<file path="config.mk">
export PLATFORM = sky130hd
export DESIGN_NAME = adc_seq_regs
export DESIGN_NICKNAME = d
export VERILOG_FILES = /design/src/rtl/adc_seq_regs.sv
export SDC_FILE = /design/constraint.sdc
export NUM_CORES = 1
export LEC_CHECK = 0
export BUFFER_PORTS_ARGS = -buffer_cell sky130_fd_sc_hd__buf_2
export CAP_MARGIN = 20
export CORE_MARGIN = 2
export CORE_UTILIZATION = 60
export CTS_BUF_LIST = sky130_fd_sc_hd__clkbuf_2 sky130_fd_sc_hd__clkbuf_4 sky130_fd_sc_hd__clkbuf_8
export DETAILED_ROUTE_END_ITERATION = 6
export PLACE_DENSITY_LB_ADDON = 0.08
export REMOVE_ABC_BUFFERS = 1
export SKIP_CTS_REPAIR_TIMING = 1
export SLEW_MARGIN = 20
export SYNTH_ARGS = -nofsm -noshare
export SYNTH_HDL_FRONTEND = slang
export SYNTH_SLANG_ARGS = --single-unit
</file>
<file path="constraint.sdc">
create_clock -name clk -period 5.03 [get_ports clk]
set_input_delay 1.006 -clock clk [delete_from_list [all_inputs] [get_ports clk]]
set_output_delay 1.006 -clock clk [all_outputs]
set_load 0.02 [all_outputs]
</file>
<file path="src/rtl/adc_seq_regs.sv">
module adc_seq_regs #(
  parameter int NUM_CH = 16,
  parameter int DATA_W = 12,
  parameter int ADDR_W = 8
) (
  input  logic                      clk,
  input  logic                      rst_n,
  input  logic [ADDR_W-1:0]         bus_addr,
  input  logic                      bus_wr,
  input  logic [31:0]               bus_wdata,
  input  logic                      bus_rd,
  output logic [31:0]               bus_rdata,
  output logic                      conv_start,
  output logic [$clog2(NUM_CH)-1:0] conv_chan,
  input  logic                      conv_done,
  input  logic [DATA_W-1:0]         conv_data
);
  localparam int CH_W = $clog2(NUM_CH);
  localparam logic [ADDR_W-1:0] A_SCRATCH = ADDR_W'('h00);
  localparam logic [ADDR_W-1:0] A_TRIG    = ADDR_W'('h04);
  localparam logic [ADDR_W-1:0] A_STAT    = ADDR_W'('h10);
  localparam logic [ADDR_W-1:0] A_RES0    = ADDR_W'('h14);
  localparam logic [ADDR_W-1:0] A_PWR     = ADDR_W'('h94);
  localparam int RES_END = 'h14 + 4 * NUM_CH;
  localparam int PWR_BIT = 14;

  logic [31:0]       scratch_q;
  logic [NUM_CH-1:0] trig_q, pend_q, rdy_q;
  logic [DATA_W-1:0] data_q [NUM_CH];
  logic              pwr_q, active_q, start_q;
  logic [CH_W-1:0]   cur_q;

  logic              wr_trig, wr_pwr, done_ok, launch, busy;
  logic [NUM_CH-1:0] trig_new, rise, fall, pick_oh, done_oh;
  logic [CH_W-1:0]   pick;

  assign wr_trig  = bus_wr && bus_addr == A_TRIG;
  assign wr_pwr   = bus_wr && bus_addr == A_PWR;
  assign trig_new = bus_wdata[NUM_CH-1:0];
  assign rise     = wr_trig ? (trig_new & ~trig_q) : '0;
  assign fall     = wr_trig ? (trig_q & ~trig_new) : '0;
  assign done_ok  = active_q && conv_done;
  assign launch   = !active_q && pwr_q && |pend_q;
  assign busy     = active_q || |pend_q;
  assign pick_oh  = launch ? (NUM_CH'(1) << pick) : '0;
  assign done_oh  = done_ok ? (NUM_CH'(1) << cur_q) : '0;

  always_comb begin
    pick = '0;
    for (int i = NUM_CH - 1; i >= 0; i--)
      if (pend_q[i]) pick = CH_W'(i);
  end

  always_ff @(posedge clk or negedge rst_n) begin
    if (!rst_n) begin
      scratch_q <= '0;
      trig_q    <= '0;
      pend_q    <= '0;
      rdy_q     <= '0;
      pwr_q     <= 1'b0;
      active_q  <= 1'b0;
      start_q   <= 1'b0;
      cur_q     <= '0;
      for (int i = 0; i < NUM_CH; i++) data_q[i] <= '0;
    end else begin
      start_q <= launch;
      if (launch) begin
        active_q <= 1'b1;
        cur_q    <= pick;
      end else if (done_ok) begin
        active_q <= 1'b0;
      end
      if (wr_pwr && !bus_wdata[PWR_BIT]) pend_q <= '0;
      else pend_q <= (pend_q & ~pick_oh) | (pwr_q ? rise : '0);
      if (bus_wr && bus_addr == A_SCRATCH) scratch_q <= bus_wdata;
      if (wr_trig) trig_q <= trig_new;
      if (wr_pwr) pwr_q <= bus_wdata[PWR_BIT];
      if (done_ok) data_q[cur_q] <= conv_data;
      rdy_q <= (rdy_q | done_oh) & ~fall;
    end
  end

  assign conv_start = start_q;
  assign conv_chan  = cur_q;

  logic [ADDR_W-1:0] res_off;
  logic [CH_W-1:0]   res_idx;
  logic              in_res;
  logic [31:0]       rd_val;

  assign res_off = bus_addr - A_RES0;
  assign res_idx = res_off[CH_W+1:2];
  assign in_res  = int'(bus_addr) >= int'(A_RES0) && int'(bus_addr) < RES_END
                   && bus_addr[1:0] == 2'b00;

  always_comb begin
    rd_val = '0;
    if (bus_addr == A_SCRATCH)  rd_val = scratch_q;
    else if (bus_addr == A_TRIG) rd_val[NUM_CH-1:0] = trig_q;
    else if (bus_addr == A_STAT) rd_val[0] = busy;
    else if (bus_addr == A_PWR)  rd_val[PWR_BIT] = pwr_q;
    else if (in_res) begin
      rd_val[DATA_W]     = rdy_q[res_idx];
      rd_val[DATA_W-1:0] = data_q[res_idx];
    end
  end

  assign bus_rdata = bus_rd ? rd_val : '0;

  p_fall_clears_ready_r4: assert property (@(posedge clk) disable iff (!rst_n)
    wr_trig |=> ((rdy_q & $past(fall)) == '0));

  p_done_stores_r6: assert property (@(posedge clk) disable iff (!rst_n)
    (done_ok && !fall[cur_q]) |=> (rdy_q[$past(cur_q)] && data_q[$past(cur_q)] == $past(conv_data)));

  p_idle_done_ignored_r6: assert property (@(posedge clk) disable iff (!rst_n)
    (!active_q && conv_done && !wr_trig) |=> $stable(rdy_q));

  p_start_one_cycle_r5: assert property (@(posedge clk) disable iff (!rst_n)
    conv_start |=> !conv_start);

  p_chan_held_r5: assert property (@(posedge clk) disable iff (!rst_n)
    (active_q && !conv_start) |-> $stable(conv_chan));

  p_start_needs_power_r9: assert property (@(posedge clk) disable iff (!rst_n)
    conv_start |-> $past(pwr_q));

  p_power_off_drops_r9: assert property (@(posedge clk) disable iff (!rst_n)
    (wr_pwr && !bus_wdata[PWR_BIT]) |=> pend_q == '0);

  p_busy_with_start_r8: assert property (@(posedge clk) disable iff (!rst_n)
    conv_start |-> busy);
endmodule

</file>
### Yosys cells after proc, flatten, opt, wreduce, memory -nomap -nowiden

Cells that the tools add are included.

* bits in registers: 279
* input port bits: 57
* output and inout port bits: 37
* logic and storage cells: 110

* add/subtract/negate cells: 1
* order comparisons: 6
* eq/ne operators: 3
* shift-type cells: 2
* muxes and demuxes: 45
* bitwise operators: 12
* reductions and logical operators: 17

Operators with widths (number)
* bitwise mux 192 bit: 1
* two-way mux 16 bit: 8
* AND 16 bit: 4
* two-way mux 4 bit: 16
* NOT 16 bit: 4
* binary-select mux 12 bit (select 4 bit): 1
* demux 12 bit (select 4 bit): 1
* two-way mux 12 bit: 4
* two-way mux 13 bit: 3
* two-way mux 32 bit: 1
* OR 16 bit: 2
* << shifter 1 x 4 -> 16 bit (first input constant): 2
* OR reduction 16 bit: 1
* >= comparator 5 bit (second input constant): 2
* logical AND 1 bit: 10
* NOT 4 -> 5 bit: 2
* two-way mux 1 bit: 9
* == test 8 x 3 -> 1 bit (second input constant): 1
* == test 8 x 5 -> 1 bit (second input constant): 1
* == test 8 bit (second input constant): 1
* >= comparator 8 x 5 -> 1 bit (second input constant): 1
* logical NOT 8 bit: 1
* < comparator 8 x 7 -> 1 bit (second input constant): 1
* subtractor 6 x 5 -> 6 bit (second input constant): 1
* other kinds (7): 8

### Logic depth before layout (Yosys ltp)

Gate-level depths: netlist of the first run.

* depth after elaboration: 22
* mapped depth: 13
* depth with buffers taken out: 8

### Least setup slack after synthesis of the first run

No wires, ideal clock.

* path kind: in2out
* from: input port bus_addr[2]
* to: output port bus_rdata[0]
* arrival: 3.797 ns
* data required time: 4.024 ns
* path slack: 0.227 ns
* cell stages on the path: 13
* buffers on the path: 6
* cells stage by stage: buf_4 -> buf_4 -> buf_2 -> inv_1 -> ha_1 -> buf_2 -> buf_2 -> buf_1 -> mux4_2 -> mux2i_1 -> a21oi_1 -> a21boi_0 -> o21ai_0

* cells in the longest elaborated chain, start to end: 11
* elaborated cells on any way between the ends: 19
* classes of those cells: add/sub: 1; order compare: 2; eq/ne: 3; mux: 9; bitwise: 1; reduce/logical: 3

RTL lines
* from (decl): line 8 `input logic [ADDR_W-1:0] bus_addr,`
* subtractor 6 x 5 -> 6 bit: line 91 `assign res_off = bus_addr - A_RES0;`
* NOT 4 -> 5 bit (not written as such): line 104 `rd_val[DATA_W-1:0] = data_q[res_idx];`
* binary-select mux 12 bit (select 4 bit): line 104
* two-way mux 12 bit (not written as such) (2 in a row): line 104
* two-way mux 13 bit: line 102 `else if (in_res) begin`
* two-way mux 13 bit: line 101 `else if (bus_addr == A_PWR) rd_val[PWR_BIT] = pwr_q;`
* two-way mux 1 bit: line 100 `else if (bus_addr == A_STAT) rd_val[0] = busy;`
* two-way mux 13 bit: line 99 `else if (bus_addr == A_TRIG) rd_val[NUM_CH-1:0] = trig_q;`
* two-way mux 16 bit *: line 98 `if (bus_addr == A_SCRATCH) rd_val = scratch_q;`
* two-way mux 32 bit *: line 108 `assign bus_rdata = bus_rd ? rd_val : '0;`
* to (decl): line 12 `output logic [31:0] bus_rdata,`

Every way passes the cells marked *; elsewhere a longest branch is shown, timed or not. The select of a mux whose other input is x is not followed.

### Worst setup path after layout of the first run

* from: input port bus_addr[2]
* to: output port bus_rdata[3]

* cells in the longest elaborated chain, start to end: 11
* elaborated cells on any way between the ends: 19
* classes of those cells: add/sub: 1; order compare: 2; eq/ne: 3; mux: 9; bitwise: 1; reduce/logical: 3

RTL lines (line)
* subtractor 6 x 5 -> 6 bit: 91
* NOT 4 -> 5 bit (not written as such): 104
* binary-select mux 12 bit (select 4 bit): 104
* two-way mux 12 bit (not written as such) (2 in a row): 104
* two-way mux 13 bit: 102
* two-way mux 13 bit: 101
* two-way mux 12 bit: 100
* two-way mux 13 bit: 99
* two-way mux 16 bit *: 98
* two-way mux 32 bit *: 108

Marks and branches as above.

==> results of run 1 <==
logic make-up after synthesis:
kind of cell | synth area share [%]
buffers and inverters | 2.87
and+or+nand+nor | 5.87
muxes | 31.1
DFF | 53.5
AOI/OAI and AO/OA | 6.16
xor gates and xnor gates | 0.134
adders and majority gates | 0.288
path summary, 6_finish.rpt:
kind | startpoint | end | slack [ns] | cells past startpoint
hold reg to reg | scratch_q[29] | scratch_q[29] | 0.49 | 1
max in group asynchronous | rst_n | data_q[73] | 3.42 | 2
hold / removal | rst_n | data_q[48] | 0.48 | 1
setup / recovery | bus_addr[2] | bus_rdata[3] | 0.53 | 10
min in group clk | scratch_q[29] | scratch_q[29] | 0.49 | 1
setup reg to reg | pend_q[5] | pend_q[14] | 2.69 | 5
sequential cells by signal, summed over array words and instances, names as in the netlist:
name	flops
conv_chan	4
rdy_q	16
pend_q	16
pwr_q	1
data_q	192
conv_start	1
scratch_q	32
active_q	1
trig_q	16
worst max-delay path: cells and delay by family:
family | cells | cell delay [ns]
compound gates | 3 | 0.85
fa+ha+maj | 1 | 0.34
mux | 1 | 0.35
simple gates | 1 | 0.14
buf+inv | 4 | 0.73
per-layer routing:
layer / vias to the layer above / track usage (%)
met2: 278 / 45.5
met1: 4323 / 40.0
met3: 54 / 6.17
met4: 0 / 10.1
met5: - / 0
li1: 3686 / -
area by class of cell:
cell class                 count  area, um2
sequential                   279       6980
fill                        1515       6300
multi-input combinational    559       5730
clock buffer                  75        920
timing repair buffer         119        698
tap                          275        344
inverter                      29        109
clock inverter                 8       67.6
antenna                        1       2.50
layout by cell type (no fill, tap or decap), types with 13 or more instances in the layout:
cell type	n
sky130_fd_sc_hd__dfrtp_1	279
sky130_fd_sc_hd__mux2_2	244
sky130_fd_sc_hd__buf_2	91
sky130_fd_sc_hd__clkbuf_8	57
sky130_fd_sc_hd__mux4_2	53
sky130_fd_sc_hd__nor2_1	31
sky130_fd_sc_hd__inv_1	29
sky130_fd_sc_hd__buf_4	25
sky130_fd_sc_hd__a211oi_1	23
sky130_fd_sc_hd__nand2_1	19
sky130_fd_sc_hd__a21oi_1	19
sky130_fd_sc_hd__clkbuf_4	18
sky130_fd_sc_hd__and2_1	17
sky130_fd_sc_hd__nor2b_1	13
per-stage QoR:
stage	hold slack [ns]	worst slack, ns	utilization [%]	cell area [um2]
finish	0.476	0.534	70.2	14800
global route	0.506	0.354	70.2	14800
CTS	0.498	0.541	70.2	14800
detailed placement	0.486	0.571	65.5	13900
global placement	0.479	0.553	65.5	13900
floorplan	0.465	0.243	-	12800
report_power, final:
part           internal [mW]  leakage, nW  switching [mW]
combinational          0.368         2.88           0.364
sequential              2.48         3.79           0.153
clock                   1.20        0.530           0.882
==> results.md, run 1 <==
| Quantity | Value | Unit |
|:---|:---|:---|
| Worst-case clock skew | 0.0267 | ns |
| Number of sinks on the clock net | 279 | - |
| H-tree levels | 2 | - |
| Number of global-route vias before repair | 8662 | - |
| Die H | 151 | um |
| Setup repair after global routing missed its margin | false | - |
| Post-route clock period utilization | 89.4 | % |
| Final Slew Violations | 0 | - |
| Relative area change from synthesis to final layout | 13.9 | % |
| Met1 WL | 13.4 | mm |
| Clock latency reported for the late side of the worst-skew pair | 0.57 | ns |
| Die area | 22900 | um2 |
| Worst Tran Pin Value | 1.06 | ns |
| Arrival time reported for the critical path endpoint | 3.49 | ns |
| TritonCTS clock tree | built | - |
| Clock transition at the register clock pins on the worst setup and hold paths after CTS | 0.06 | ns |
| Max capacitance violation total | 0 | - |
| Syn. warnings | 0 | - |
| Cell with the most instances after synthesis | sky130_fd_sc_hd__dfrtp_1 | - |
| Cell row count | 53 | - |
| Total clock buffers created by CTS | 46 | - |
| Total length of routed met2 wires | 15.0 | mm |
| Final critical-path required period | 4.50 | ns |
| Placer's final routability congestion estimate | 0.928 | - |
| Area fraction of the dominant cell type after synthesis | 53.5 | % |
| Remaining global-route overflow | 0 | - |
| X dimension of the die | 151 | um |
| Critical path endpoint category | output port | - |
| Buffer cell driving the clock tree root | sky130_fd_sc_hd__clkbuf_8 | - |
| Path class of the lowest-slack min-delay path | primary input to async pin | - |
| Synth Area per Inst | 14.0 | um2 |
| Starting DRC count in detailed routing | 581 | - |
| Number of antenna violations at the first check in global routing | 1 | - |
| Main synth FF type | sky130_fd_sc_hd__dfrtp_1 | - |
| Post-DR wirelength/cell | 23.2 | um |
| Dominant cell type by area after synthesis | sky130_fd_sc_hd__dfrtp_1 | - |
| Sequential share of the synthesized area | 53.5 | % |
| Max Fclk | 0.222 | GHz |
| Async SR Flop Fraction | 100 | % |
| CTS Buffer Depth | 3 | - |
| Cell types with the largest area share after synthesis | sky130_fd_sc_hd__dfrtp_1 54%, sky130_fd_sc_hd__mux2_2 21%, sky130_fd_sc_hd__mux4_2 9.2% | - |
| Power per cell area | 367 | nW/um2 |
| Non-filler cells in the finished layout | 1345 | - |
| Detail Placement HPWL | 19.4 | mm |
| Final Hold Vio Count | 0 | - |
| Initial DRT Pass Iterations | 5 | - |
| Type of the worst setup path | primary input to output port | - |
| Starting density of the core | 61.6 | % |
| Vias per Instance | 6.20 | - |
| Core footprint | 21200 | um2 |
| Required time of the critical path | 4.02 | ns |
| Port Buf Inserts | 93 | - |
| Power consumption | 5.46 | mW |
| Total Neg Setup Slack | 0 | ns |
| Fraction of final layout cells sized beyond drive strength 1 | 48.5 | % |
| CP Cell Sequence | buf_4 -> inv_1 -> ha_2 -> buf_12 -> mux4_2 -> nor2b_1 -> a211oi_1 -> a211oi_1 -> a221o_1 -> buf_2 | - |
| Count of vias placed by the detailed router | 8341 | - |
| Peak ir drop on the vdd network | 0.307 | mV |
| Lkg Pwr | 7.20 | nW |
| Run status | complete, no violations | - |
| Post-synthesis sequential element count | 279 | - |
| Cell at the slowest stage of the critical path | sky130_fd_sc_hd__a211oi_1 | - |
| Routed WL | 31.2 | mm |
| Maximum single-stage delay on the critical path | 0.41 | ns |
| Largest net degree at the start of global routing | 102 | - |
| Post-synth top cells | 279 x sky130_fd_sc_hd__dfrtp_1, 244 x sky130_fd_sc_hd__mux2_2, 53 x sky130_fd_sc_hd__mux4_2 | - |
| Max layer used | met4 | - |
| # placed instances | 1261 | - |
| Sort of element at the start of the critical path | primary input | - |
| DR WL met3 | 2.05 | mm |
| Number of nets in the layout | 1094 | - |
| Number of top-level pins | 94 | - |
| Netlist cell types | 58 | - |
| Setup violations, final | 0 | - |
| Headroom to the max-slew limit | 29.5 | % |
| Worst-path maximum fanout | 52 | - |
| Remaining number of nets flagged by the antenna check after routing | 0 | - |
| Most frequent CP cell | sky130_fd_sc_hd__a211oi_1 | - |
| Post-synthesis cell count | 930 | - |
| Post-synth EDFFs | 0 | - |
| Combined area of all synthesized cells | 13000 | um2 |
| GR Util All Layers | 28.8 | % |
| First-pass GRT wire length | 49.2 | mm |
| Post-route DRC | 0 | - |
Note: power is estimated with default switching activity, not from simulation.
==> run 2: changes to the inputs <==
--- a/config.mk
+++ b/config.mk
@@ -7,6 +7,7 @@
 export LEC_CHECK = 0
 export BUFFER_PORTS_ARGS = -buffer_cell sky130_fd_sc_hd__buf_2
 export CAP_MARGIN = 20
+export CORE_ASPECT_RATIO = 0.7
 export CORE_MARGIN = 2
 export CORE_UTILIZATION = 60
 export CTS_BUF_LIST = sky130_fd_sc_hd__clkbuf_2 sky130_fd_sc_hd__clkbuf_4 sky130_fd_sc_hd__clkbuf_8
@@ -18,3 +19,4 @@
 export SYNTH_ARGS = -nofsm -noshare
 export SYNTH_HDL_FRONTEND = slang
 export SYNTH_SLANG_ARGS = --single-unit
+export TNS_END_PERCENT = 20
==> run 2 against run 1 <==
Compared with the run above:
- worst setup slack worse by 0.073 ns
- critical path depth unchanged
- largest cell class unchanged
- cell count down 0.22%
- combinational power down 1%
- global-route usage down 0.20 points
- wire length up 0.33%
- sequential power about the same
- design area down 0.34%
- critical endpoint is now bus_rdata[8]
==> results.md, run 2 (synthesis gave the netlist of run 1 again) <==
| Quantity | Value | Unit | Change |
|:---|:---|:---|:---|
| Starting density of the core | 60.6 | % | -1.0 points |
| Number of nets in the layout | 1090 | - | -0.37% |
| Path class of the lowest-slack min-delay path | primary input to async pin | - |  |
| Switching power | 1.40 | mW | -0.29% |
| First-pass GRT wire length | 49.8 | mm | +1.1% |
| Detail Placement HPWL | 19.8 | mm | +2.0% |
| Run status | complete, no violations | - |  |
| Routed WL | 31.3 | mm | +0.33% |
| Clock transition at the register clock pins on the worst setup and hold paths after CTS | 0.06 | ns | about the same |
| Clock network fraction of total power | 37.4 | % | -0.9 points |
| CTS Buffer Depth | 3 | - | unchanged |
| Diode count | 0 | - | -1 |
| Final Hold Vio Count | 0 | - | unchanged |
| Starting DRC count in detailed routing | 602 | - | +3.6% |
| Number of top-level pins | 94 | - | unchanged |
| Buffer cell driving the clock tree root | sky130_fd_sc_hd__clkbuf_8 | - |  |
| Initial DRT Pass Iterations | 5 | - | unchanged |
| Leading registers by flop count | data_q x192, scratch_q x32 | - |  |
| Critical path endpoint category | output port | - |  |
| Power per cell area | 363 | nW/um2 | -1.2% |
| TritonCTS clock tree | built | - |  |
| Total Neg Setup Slack | 0 | ns | unchanged |
| Maximum single-stage delay on the critical path | 0.50 | ns | +0.09 ns |
| Fraction of power consumed by combinational cells | 13.5 | % | about the same |
| Core footprint | 21500 | um2 | +1.7% |
| Final Slew Violations | 0 | - | unchanged |
| Number of antenna violations at the first check in global routing | 0 | - | -1 |
| Arrival time reported for the critical path endpoint | 3.56 | ns | +0.07 ns |
| Post-DR wirelength/cell | 23.4 | um | +0.55% |
| Largest net degree at the start of global routing | 116 | - | +14% |
| Type of the worst setup path | primary input to output port | - |  |
| Max capacitance violation total | 0 | - | unchanged |
| Setup violations, final | 0 | - | unchanged |
| Count of vias placed by the detailed router | 8385 | - | +0.53% |
| Critical path origin | bus_addr[2] | - |  |
| Post-route DRC | 0 | - | unchanged |
| Final critical-path required period | 4.57 | ns | +0.0733 ns |
| Switching share of power | 26.0 | % | +0.34 points |
| Most frequent cells in the layout | 279 x sky130_fd_sc_hd__dfrtp_1, 244 x sky130_fd_sc_hd__mux2_2, 91 x sky130_fd_sc_hd__buf_2, 57 x sky130_fd_sc_hd__clkbuf_8, 53 x sky130_fd_sc_hd__mux4_2 | - |  |
| Worst-path maximum fanout | 52 | - | unchanged |
| Port Buf Inserts | 93 | - | unchanged |
| Relative area change from synthesis to final layout | 13.5 | % |  |
| Largest Register | data_q | - |  |
| Number of sinks on the clock net | 279 | - | unchanged |
| Post-route clock period utilization | 90.8 | % | +1.5 points |
| Remaining global-route overflow | 0 | - | unchanged |
| Headroom to the max-slew limit | 36.2 | % | +6.7 points |
| CP bufs+invs | 4 | - | unchanged |
| GR Util All Layers | 28.6 | % | -0.20 points |
| X dimension of the die | 180 | um | +19% |
| Worst-case clock skew | 0.0274 | ns | +0.000645 ns |
| Most common cell after layout, fill and taps aside | sky130_fd_sc_hd__dfrtp_1 | - |  |
| Peak ir drop on the vdd network | 0.270 | mV | -12% |
| Cell row count | 45 | - | -15% |
| Lkg Pwr | 7.17 | nW | -0.47% |
| Total internal power | 3.97 | mW | -2.0% |
| Portion of total power attributed to sequential cells | 49.1 | % | +0.8 points |
| Cell area reported after detailed placement | 13900 | um2 | +0.15% |
| Fraction of final layout cells sized beyond drive strength 1 | 47.9 | % | -0.53 points |
| Placer's final routability congestion estimate | 0.898 | - | -3.2% |
| Most frequent CP cell | sky130_fd_sc_hd__a211oi_1 | - |  |
| Clock latency reported for the late side of the worst-skew pair | 0.58 | ns | about the same |
| Die H | 127 | um | -16% |
| Die area | 22900 | um2 | about the same |
| Required time of the critical path | 4.02 | ns | about the same |
| Reg-to-reg startpoint | pend_q[5] | - |  |
| Setup repair after global routing missed its margin | false | - |  |
| H-tree levels | 2 | - | unchanged |
| Cell at the slowest stage of the critical path | sky130_fd_sc_hd__a211oi_1 | - |  |
| Worst path top cell family by delay | compound AO/OA/AOI/OAI gates | - |  |
| Remaining number of nets flagged by the antenna check after routing | 0 | - | unchanged |
| Worst Tran Pin Value | 0.953 | ns | -0.104 ns |
| Sort of element at the start of the critical path | primary input | - |  |
| Max Fclk | 0.219 | GHz | -1.6% |
| Vias per Instance | 6.25 | - | +0.75% |
| Number of global-route vias before repair | 8498 | - | -1.9% |
| Area of all placed cells without fillers | 14800 | um2 | -0.34% |
| Largest register FFs | 192 | - | unchanged |
| Total clock buffers created by CTS | 43 | - | -6.5% |
| CP Cell Sequence | buf_4 -> inv_1 -> ha_2 -> buf_12 -> mux4_2 -> and2b_1 -> a211oi_1 -> a211oi_1 -> a221o_1 -> buf_2 | - |  |
| FILL cells | 1577 | - | +4.1% |
run 2: metal layers:
layer  vias to the layer above  wire, um  GRT usage (%)
li1                       3687         -              -
met1                      4389     14700           43.7
met2                       248     13800           41.4
met4                         0       748           8.92
met3                        61      2080           6.36
met5                         -         0              0
run 2: worst paths after layout:
kind | end | slack [ns] | depth (start not counted)
setup / recovery | bus_rdata[8] | 0.46 | 10
hold / removal | data_q[107] | 0.48 | 1
setup reg to reg | pend_q[14] | 2.67 | 5
hold reg to reg | data_q[131] | 0.50 | 1
max in group asynchronous | pend_q[11] | 3.50 | 2
min in group clk | data_q[131] | 0.50 | 1
run 2: area by class of cell:
cell class	instances	area, um2	share of cell area, %
sequential	279	6980	47.2
clock inverter	3	21.3	0.144
clock buffer	72	897	6.06
multi-input combinational	559	5720	38.7
timing repair buffer	118	716	4.84
tap	282	353	2.38
inverter	29	109	0.736
run 2: metrics by stage:
| step | utilization [%] | hold slack [ns] | setup slack, ns | total power, mW | std cells |
|---|---|---|---|---|---|
| floorplan | - | 0.465 | 0.243 | 3.11 | 867 |
| global placement | 64.5 | 0.474 | 0.584 | 3.37 | 1267 |
| detailed placement | 64.5 | 0.485 | 0.578 | 3.40 | 1267 |
| CTS | 68.8 | 0.499 | 0.532 | 5.41 | 1342 |
| global route | 68.8 | 0.506 | 0.371 | 5.61 | 1342 |
| finish | 68.8 | 0.485 | 0.461 | 5.37 | 1342 |
run 2: power groups by stage:
stage / combinational [mW] / clock (mW) / sequential [mW]
finish: 0.726 / 2.01 / 2.64
global route: 0.790 / 2.16 / 2.67
CTS: 0.732 / 2.05 / 2.63
detailed placement: 0.730 / 0 / 2.67
global placement: 0.709 / 0 / 2.66
floorplan: 0.471 / 0 / 2.64
